`src/rtl/simd_pkg.sv`:
```
package simd_pkg;
   typedef enum logic [1:0] {
      OP_ADD  = 2'b00,
      OP_SUB  = 2'b01,
      OP_HADD = 2'b10,
      OP_HSUB = 2'b11
   } simd_op_e;

   typedef enum logic {
      FMT_NARROW = 1'b0,
      FMT_WIDE   = 1'b1
   } lane_fmt_e;
endpackage

```
`src/rtl/simd_lane.sv`:
```
module simd_lane #(
   parameter int W = 8
) (
   input  logic [W-1:0] a_i,
   input  logic [W-1:0] b_i,
   input  logic         sgn_i,
   input  logic [1:0]   op_i,
   input  logic         sat_i,
   input  logic         rnd_i,
   output logic [W-1:0] res_o,
   output logic         ovf_o
);
   localparam int XW = W + 2;

   logic signed [XW-1:0] ea, eb, raw, rsum, val, vmax, vmin;
   logic                 hi, lo, half_op, clamp;

   always_comb begin
      half_op = op_i[1];
      ea   = sgn_i ? {{2{a_i[W-1]}}, a_i} : {2'b00, a_i};
      eb   = sgn_i ? {{2{b_i[W-1]}}, b_i} : {2'b00, b_i};
      raw  = op_i[0] ? (ea - eb) : (ea + eb);
      rsum = raw + {{(XW-1){1'b0}}, rnd_i};
      val  = half_op ? (rsum >>> 1) : raw;
      vmax = sgn_i ? {3'b000, {(W-1){1'b1}}} : {2'b00, {W{1'b1}}};
      vmin = sgn_i ? {3'b111, {(W-1){1'b0}}} : '0;
      hi   = val > vmax;
      lo   = val < vmin;
      clamp = sat_i & ~half_op;
      ovf_o = ~half_op & (hi | lo);
      if (clamp && hi)      res_o = vmax[W-1:0];
      else if (clamp && lo) res_o = vmin[W-1:0];
      else                  res_o = val[W-1:0];
   end
endmodule

```
`src/rtl/simd_lane_bank.sv`:
```
module simd_lane_bank #(
   parameter int W = 8,
   parameter int N = 4
) (
   input  logic [N*W-1:0] a_i,
   input  logic [N*W-1:0] b_i,
   input  logic           sgn_i,
   input  logic [1:0]     op_i,
   input  logic           sat_i,
   input  logic           rnd_i,
   output logic [N*W-1:0] res_o,
   output logic           ovf_o
);
   logic [N-1:0] lane_ovf;

   for (genvar i = 0; i < N; i++) begin : g_lane
      simd_lane #(.W(W)) u_lane (
         .a_i   (a_i[i*W +: W]),
         .b_i   (b_i[i*W +: W]),
         .sgn_i (sgn_i),
         .op_i  (op_i),
         .sat_i (sat_i),
         .rnd_i (rnd_i),
         .res_o (res_o[i*W +: W]),
         .ovf_o (lane_ovf[i])
      );
   end

   assign ovf_o = |lane_ovf;
endmodule

```
`src/rtl/simd_addsub.sv`:
```
module simd_addsub #(
   parameter int DATA_W   = 32,
   parameter int NARROW_W = 8,
   parameter int WIDE_W   = 16,
   parameter int FLAG_BIT = 20
) (
   input  logic              clk,
   input  logic              rst_n,
   input  logic              op_valid,
   input  logic              lane_fmt,
   input  logic              is_signed,
   input  logic [1:0]        op,
   input  logic              sat_en,
   input  logic              rnd_en,
   input  logic [DATA_W-1:0] a,
   input  logic [DATA_W-1:0] b,
   input  logic [DATA_W-1:0] ctl_in,
   output logic [DATA_W-1:0] result,
   output logic              res_valid,
   output logic              ctl_we,
   output logic [DATA_W-1:0] ctl_out
);
   import simd_pkg::*;

   localparam int N_NARROW = DATA_W / NARROW_W;
   localparam int N_WIDE   = DATA_W / WIDE_W;
   localparam logic [DATA_W-1:0] FLAG_MASK = DATA_W'(1) << FLAG_BIT;

   if (DATA_W % NARROW_W != 0) begin : g_chk_narrow
      $error("DATA_W must be a multiple of NARROW_W");
   end
   if (DATA_W % WIDE_W != 0) begin : g_chk_wide
      $error("DATA_W must be a multiple of WIDE_W");
   end
   if (FLAG_BIT >= DATA_W) begin : g_chk_flag
      $error("FLAG_BIT outside control word");
   end

   logic [DATA_W-1:0] res_n, res_w, res_sel;
   logic              ovf_n, ovf_w, ovf_sel;

   simd_lane_bank #(.W(NARROW_W), .N(N_NARROW)) u_bank_n (
      .a_i(a), .b_i(b), .sgn_i(is_signed), .op_i(op),
      .sat_i(sat_en), .rnd_i(rnd_en), .res_o(res_n), .ovf_o(ovf_n)
   );

   simd_lane_bank #(.W(WIDE_W), .N(N_WIDE)) u_bank_w (
      .a_i(a), .b_i(b), .sgn_i(is_signed), .op_i(op),
      .sat_i(sat_en), .rnd_i(rnd_en), .res_o(res_w), .ovf_o(ovf_w)
   );

   always_comb begin
      if (lane_fmt_e'(lane_fmt) == FMT_WIDE) begin
         res_sel = res_w;
         ovf_sel = ovf_w;
      end else begin
         res_sel = res_n;
         ovf_sel = ovf_n;
      end
   end

   always_ff @(posedge clk or negedge rst_n) begin
      if (!rst_n) begin
         result    <= '0;
         res_valid <= 1'b0;
         ctl_we    <= 1'b0;
         ctl_out   <= '0;
      end else begin
         res_valid <= op_valid;
         ctl_we    <= op_valid & ovf_sel;
         if (op_valid) begin
            result  <= res_sel;
            ctl_out <= ctl_in | FLAG_MASK;
         end
      end
   end

   // a write carries the flag and preserves every other sampled bit
   p_flag_set_r5: assert property (@(posedge clk) disable iff (!rst_n)
      ctl_we |-> ctl_out[FLAG_BIT]);
   p_other_bits_r5: assert property (@(posedge clk) disable iff (!rst_n)
      ctl_we |-> ((ctl_out & ~FLAG_MASK) == ($past(ctl_in) & ~FLAG_MASK)));
   // no control write without an operation
   p_we_needs_valid_r6: assert property (@(posedge clk) disable iff (!rst_n)
      ctl_we |-> $past(op_valid));
   // halving ops leave the control register alone
   p_half_quiet_r8: assert property (@(posedge clk) disable iff (!rst_n)
      (op_valid && op[1]) |=> !ctl_we);
   // result holds while idle
   p_hold_r9: assert property (@(posedge clk) disable iff (!rst_n)
      !op_valid |=> $stable(result));
endmodule

```
`config.mk`:
```
export PLATFORM = sky130hd
export DESIGN_NAME = simd_addsub
export DESIGN_NICKNAME = d
export VERILOG_FILES = /design/src/rtl/simd_pkg.sv /design/src/rtl/simd_lane.sv /design/src/rtl/simd_lane_bank.sv /design/src/rtl/simd_addsub.sv
export SDC_FILE = /design/constraint.sdc
export NUM_CORES = 1
export LEC_CHECK = 0
export BUFFER_PORTS_ARGS = -buffer_cell sky130_fd_sc_hd__buf_2
export CAP_MARGIN = 20
export CORE_UTILIZATION = 35
export CTS_BUF_LIST = sky130_fd_sc_hd__clkbuf_4 sky130_fd_sc_hd__clkbuf_8
export DETAILED_ROUTE_END_ITERATION = 12
export RECOVER_POWER = 50
export SLEW_MARGIN = 40
export SYNTH_ARGS = -nofsm -noshare
export SYNTH_HDL_FRONTEND = slang
export SYNTH_SLANG_ARGS = --single-unit
```
`constraint.sdc`:
```
create_clock -name clk -period 1.9 [get_ports clk]
set_clock_uncertainty 0.1 [all_clocks]
set_input_delay 0.19 -clock clk [delete_from_list [all_inputs] [get_ports clk]]
set_output_delay 0.19 -clock clk [all_outputs]
set_load 0.005 [all_outputs]
```
==> impl_results.md <==
* Pwr dens at 706 mW/mm^2
* Post-placement setup slack at -3.52 ns
* Hold_sp: lane_fmt
* CTS buffer count at 9
* R2R Setup Slk at 0.68 ns
* LEAKAGE at 7.91 nW
* Fin crit share at 259%
* Ys flop type: dfrtp_1
* Failing checks: setup timing
* Top cell type's share of synthesized area at 16.1%
* DRC Markers at 0
* Highest Clock Rate at 203 MHz
* Syn avg cell area at 7.63 sq um
* Reg2reg start: result[31]
* Clk slew on worst S/H paths at 0.09 ns
* Ports at 171
* Final ANT Viol Nets at 0
* R2R Path End: result[31]
* Arr. time, crit path at 5.08 ns
* Critical path class: in -> reg
* TritonRoute pass-1 iters at 5
* Peak VDD IR at 0.405 mV
* DRT Wirelength at 40,100 um
* Tmin final at 4.92 ns
* Antenna violations before repair at 0
* Final hold vios at 0
* Site Rows at 62
* Max clock buf depth at 2
* Fraction of registers with async set/reset at 100%
* Slowest CP cell: or4_4
* Post-Syn Area at 0.0103 sq mm
* Overall fraction of global-route tracks in use at 25.8%
* Relative slew slack at 39.4%
* Largest net degree at the start of global routing at 69
* Status: complete, but fails checks
* Core Region at 0.0288 sq mm
* CTS root buffer: clkbuf_8
* Clock tree from TritonCTS: built
* Final WS setup at -3.02 ns
* Number of global-route vias before repair at 12,700
* Slew @ Worst Pin at 0.909 ns
* I/O Buffers at 169
* HP Class: in -> reg
* Routed wire per std cell at 16.6 um
* Register-to-Register Path Depth at 3
* Filler cells at 2,548
* Final setup TNS at -94.88 ns
* Vias at 13,000
* Area growth from synthesis to layout at 65.6%
* Vias/cell at 5.40
* Die height at 173 um
* Final-stage net count at 2,223
* Clock latency at the later pin of the worst-skew pair at 0.34 ns
* Flops & latches, synth at 66
* Die Width at 173 um
* Layout cells sized above 1 at 45.9%
* Final Wtd Congestion at 0.914
* Yosys cell types at 96
* Area of the multi-input gates at 0.00914 sq mm
* Crit-path max cell delay at 0.58 ns
* EDFF count, synth at 0
* Global route overflow at 0
* Antenna cells at 0
* Worst path cell trace: buf_6 > or4_4 > nor4_4 > nor2b_4 > a21oi_2 > xnor2_1 > ha_1 > and4_1 > o211ai_1 > a21oi_2 > o31a_1 > nor4_4 > nand2_2 > buf_6 > or4_4 > nor3_2 > xor2_1 > ha_2 > mux2i_4 > nand2b_4 > buf_4 > o21ai_2 > a221oi_2
* CP endpoint kind: register
* Area leader, netlist: dfrtp_1
* Crit path from: b[18]
* Reg area at 0.00165 sq mm
* Initial drt markers at 641
* CP Data Required Time at 2.06 ns
* Unrepaired setup endpoints after global routing: true
* Die area at 0.0300 sq mm
* Clock Sinks at 66
* Sequential fraction of the synthesis area at 16.1%
* Commonest non-fill, non-tap cell in the layout: buf_4
* # Max-Cap Violations at 0
* Synth Warn # at 0
* Crit path capture: result[28]
* Top cells by area, synth: dfrtp_1 (16%), ha_1 (10%), xnor2_1 (5.1%), a21oi_1 (4.9%), nor2_1 (4.3%)
* Most frequent cells in the layout: buf_4 (508), buf_2 (152), nor2_1 (111), nand2_1 (82), a21oi_1 (80)
* CP Launch Type: input pin
* Slew Limit Fails at 0
* Synth Instances at 1,346
* H-tree lvl count at 3
* Initial Util at 35.7%
* Synth Net Count at 1,541
* Final setup viols at 33
* CP Max Fanout at 5
* First-pass GRT wire length at 63,500 um
* DP Wirelength at 31,500 um
-- cell usage after synthesis (11+ instances only) --
master / count
nor2_1: 119
a21oi_1: 101
nand2_1: 90
o21ai_0: 88
ha_1: 86
dfrtp_1: 66
inv_1: 60
xnor2_1: 60
nand3_1: 48
nor3_1: 46
clkbuf_1: 44
mux2_2: 38
xor2_1: 38
a211oi_1: 32
nor2b_1: 26
nand2b_1: 22
a31oi_1: 21
a21o_1: 20
mux2i_1: 20
and2_1: 17
or3_1: 15
a211o_1: 14
a221oi_1: 13
and3_1: 13
nand4_1: 13
o211ai_1: 12
o21a_1: 12
or2_2: 12
nor4_1: 11
-- registers in the layout (all words and copies together), names as in the netlist --
| name | count |
|---|---|
| ctl_out | 32 |
| ctl_we | 1 |
| res_valid | 1 |
| result | 32 |
-- worst min-delay path by stage --
stage,slack [ns],end,cells after the start
after floorplan,-0.21,ctl_out[0],0
after global placement,0.13,ctl_out[20],2
after detailed placement,0.13,ctl_out[20],2
after CTS,0.15,result[18],4
after global routing,0.19,result[16],4
final,0.18,result[18],4
-- repair_timing --
action | in CTS | in global routing
hold endpoints to repair | 97 | 0
buffers inserted | 38 | 6
endpoints found under the setup margin | 33 | 33
pin swaps | 37 | 20
gates resized for setup | 172 | 38
gates cloned | 3 | 0
hold buffers | 32 | 0
-- worst max-delay path, delay by kind of cell --
family / cells / cell delay, ns
AO/OA/AOI/OAI: 6 / 0.82
AND/OR/NAND/NOR: 9 / 2.44
multiplexers: 1 / 0.26
XOR/XNOR: 2 / 0.34
buffers and inverters: 3 / 0.36
adder cells (fa/ha/maj): 2 / 0.64
-- final cells by class --
cell class	count	area share (%)
multi-input cells	1160	53.7
well taps	384	2.82
flip-flops and latches	66	9.71
repair buffers	730	31.2
clock inverters	7	0.456
inverters	61	1.41
clock buffers	9	0.728
-- stage by stage --
stage	instance area (sq um)	power (mW)	hold WS [ns]	utilization [%]	std cells
floorplan	10500	5.83	-0.206	-	1346
global placement	15300	9.54	0.131	53.0	2323
detailed placement	15300	9.65	0.132	53.0	2323
CTS	16800	11.7	0.152	58.4	2411
global route	17000	12.8	0.193	59.1	2417
finish	17000	12.0	0.179	59.1	2417
-- cell families (layout without fill, tap and decap cells) --
family	Yosys count	in the layout	synth area share (%)
simple gates	482	484	24.3
compound gates	427	428	28.7
buf+inv	123	807	4.88
xor+xnor	100	100	8.67
fa+ha+maj	90	90	11.3
flops	66	66	16.1
mux	58	58	6.11
-- layer usage --
metal / vias up / global-route usage (%) / share of wire (%) / wire length (um)
met5: - / 0 / 0 / 0
met4: 0 / 11.2 / 4.6 / 1840
met3: 104 / 2.08 / 3.2 / 1300
met2: 350 / 48.1 / 51 / 20300
met1: 6169 / 30.0 / 42 / 16700
li1: 6420 / - / - / -
-- power breakdown --
group	switching (mW)	total, mW	internal (mW)	leakage, nW
combinational	4.34	8.89	4.55	7.05
clock	0.618	1.23	0.615	0.0998
sequential	0.212	1.88	1.67	0.756
total	5.17	12.0	6.84	7.91
(Power assumes the default switching activity.)
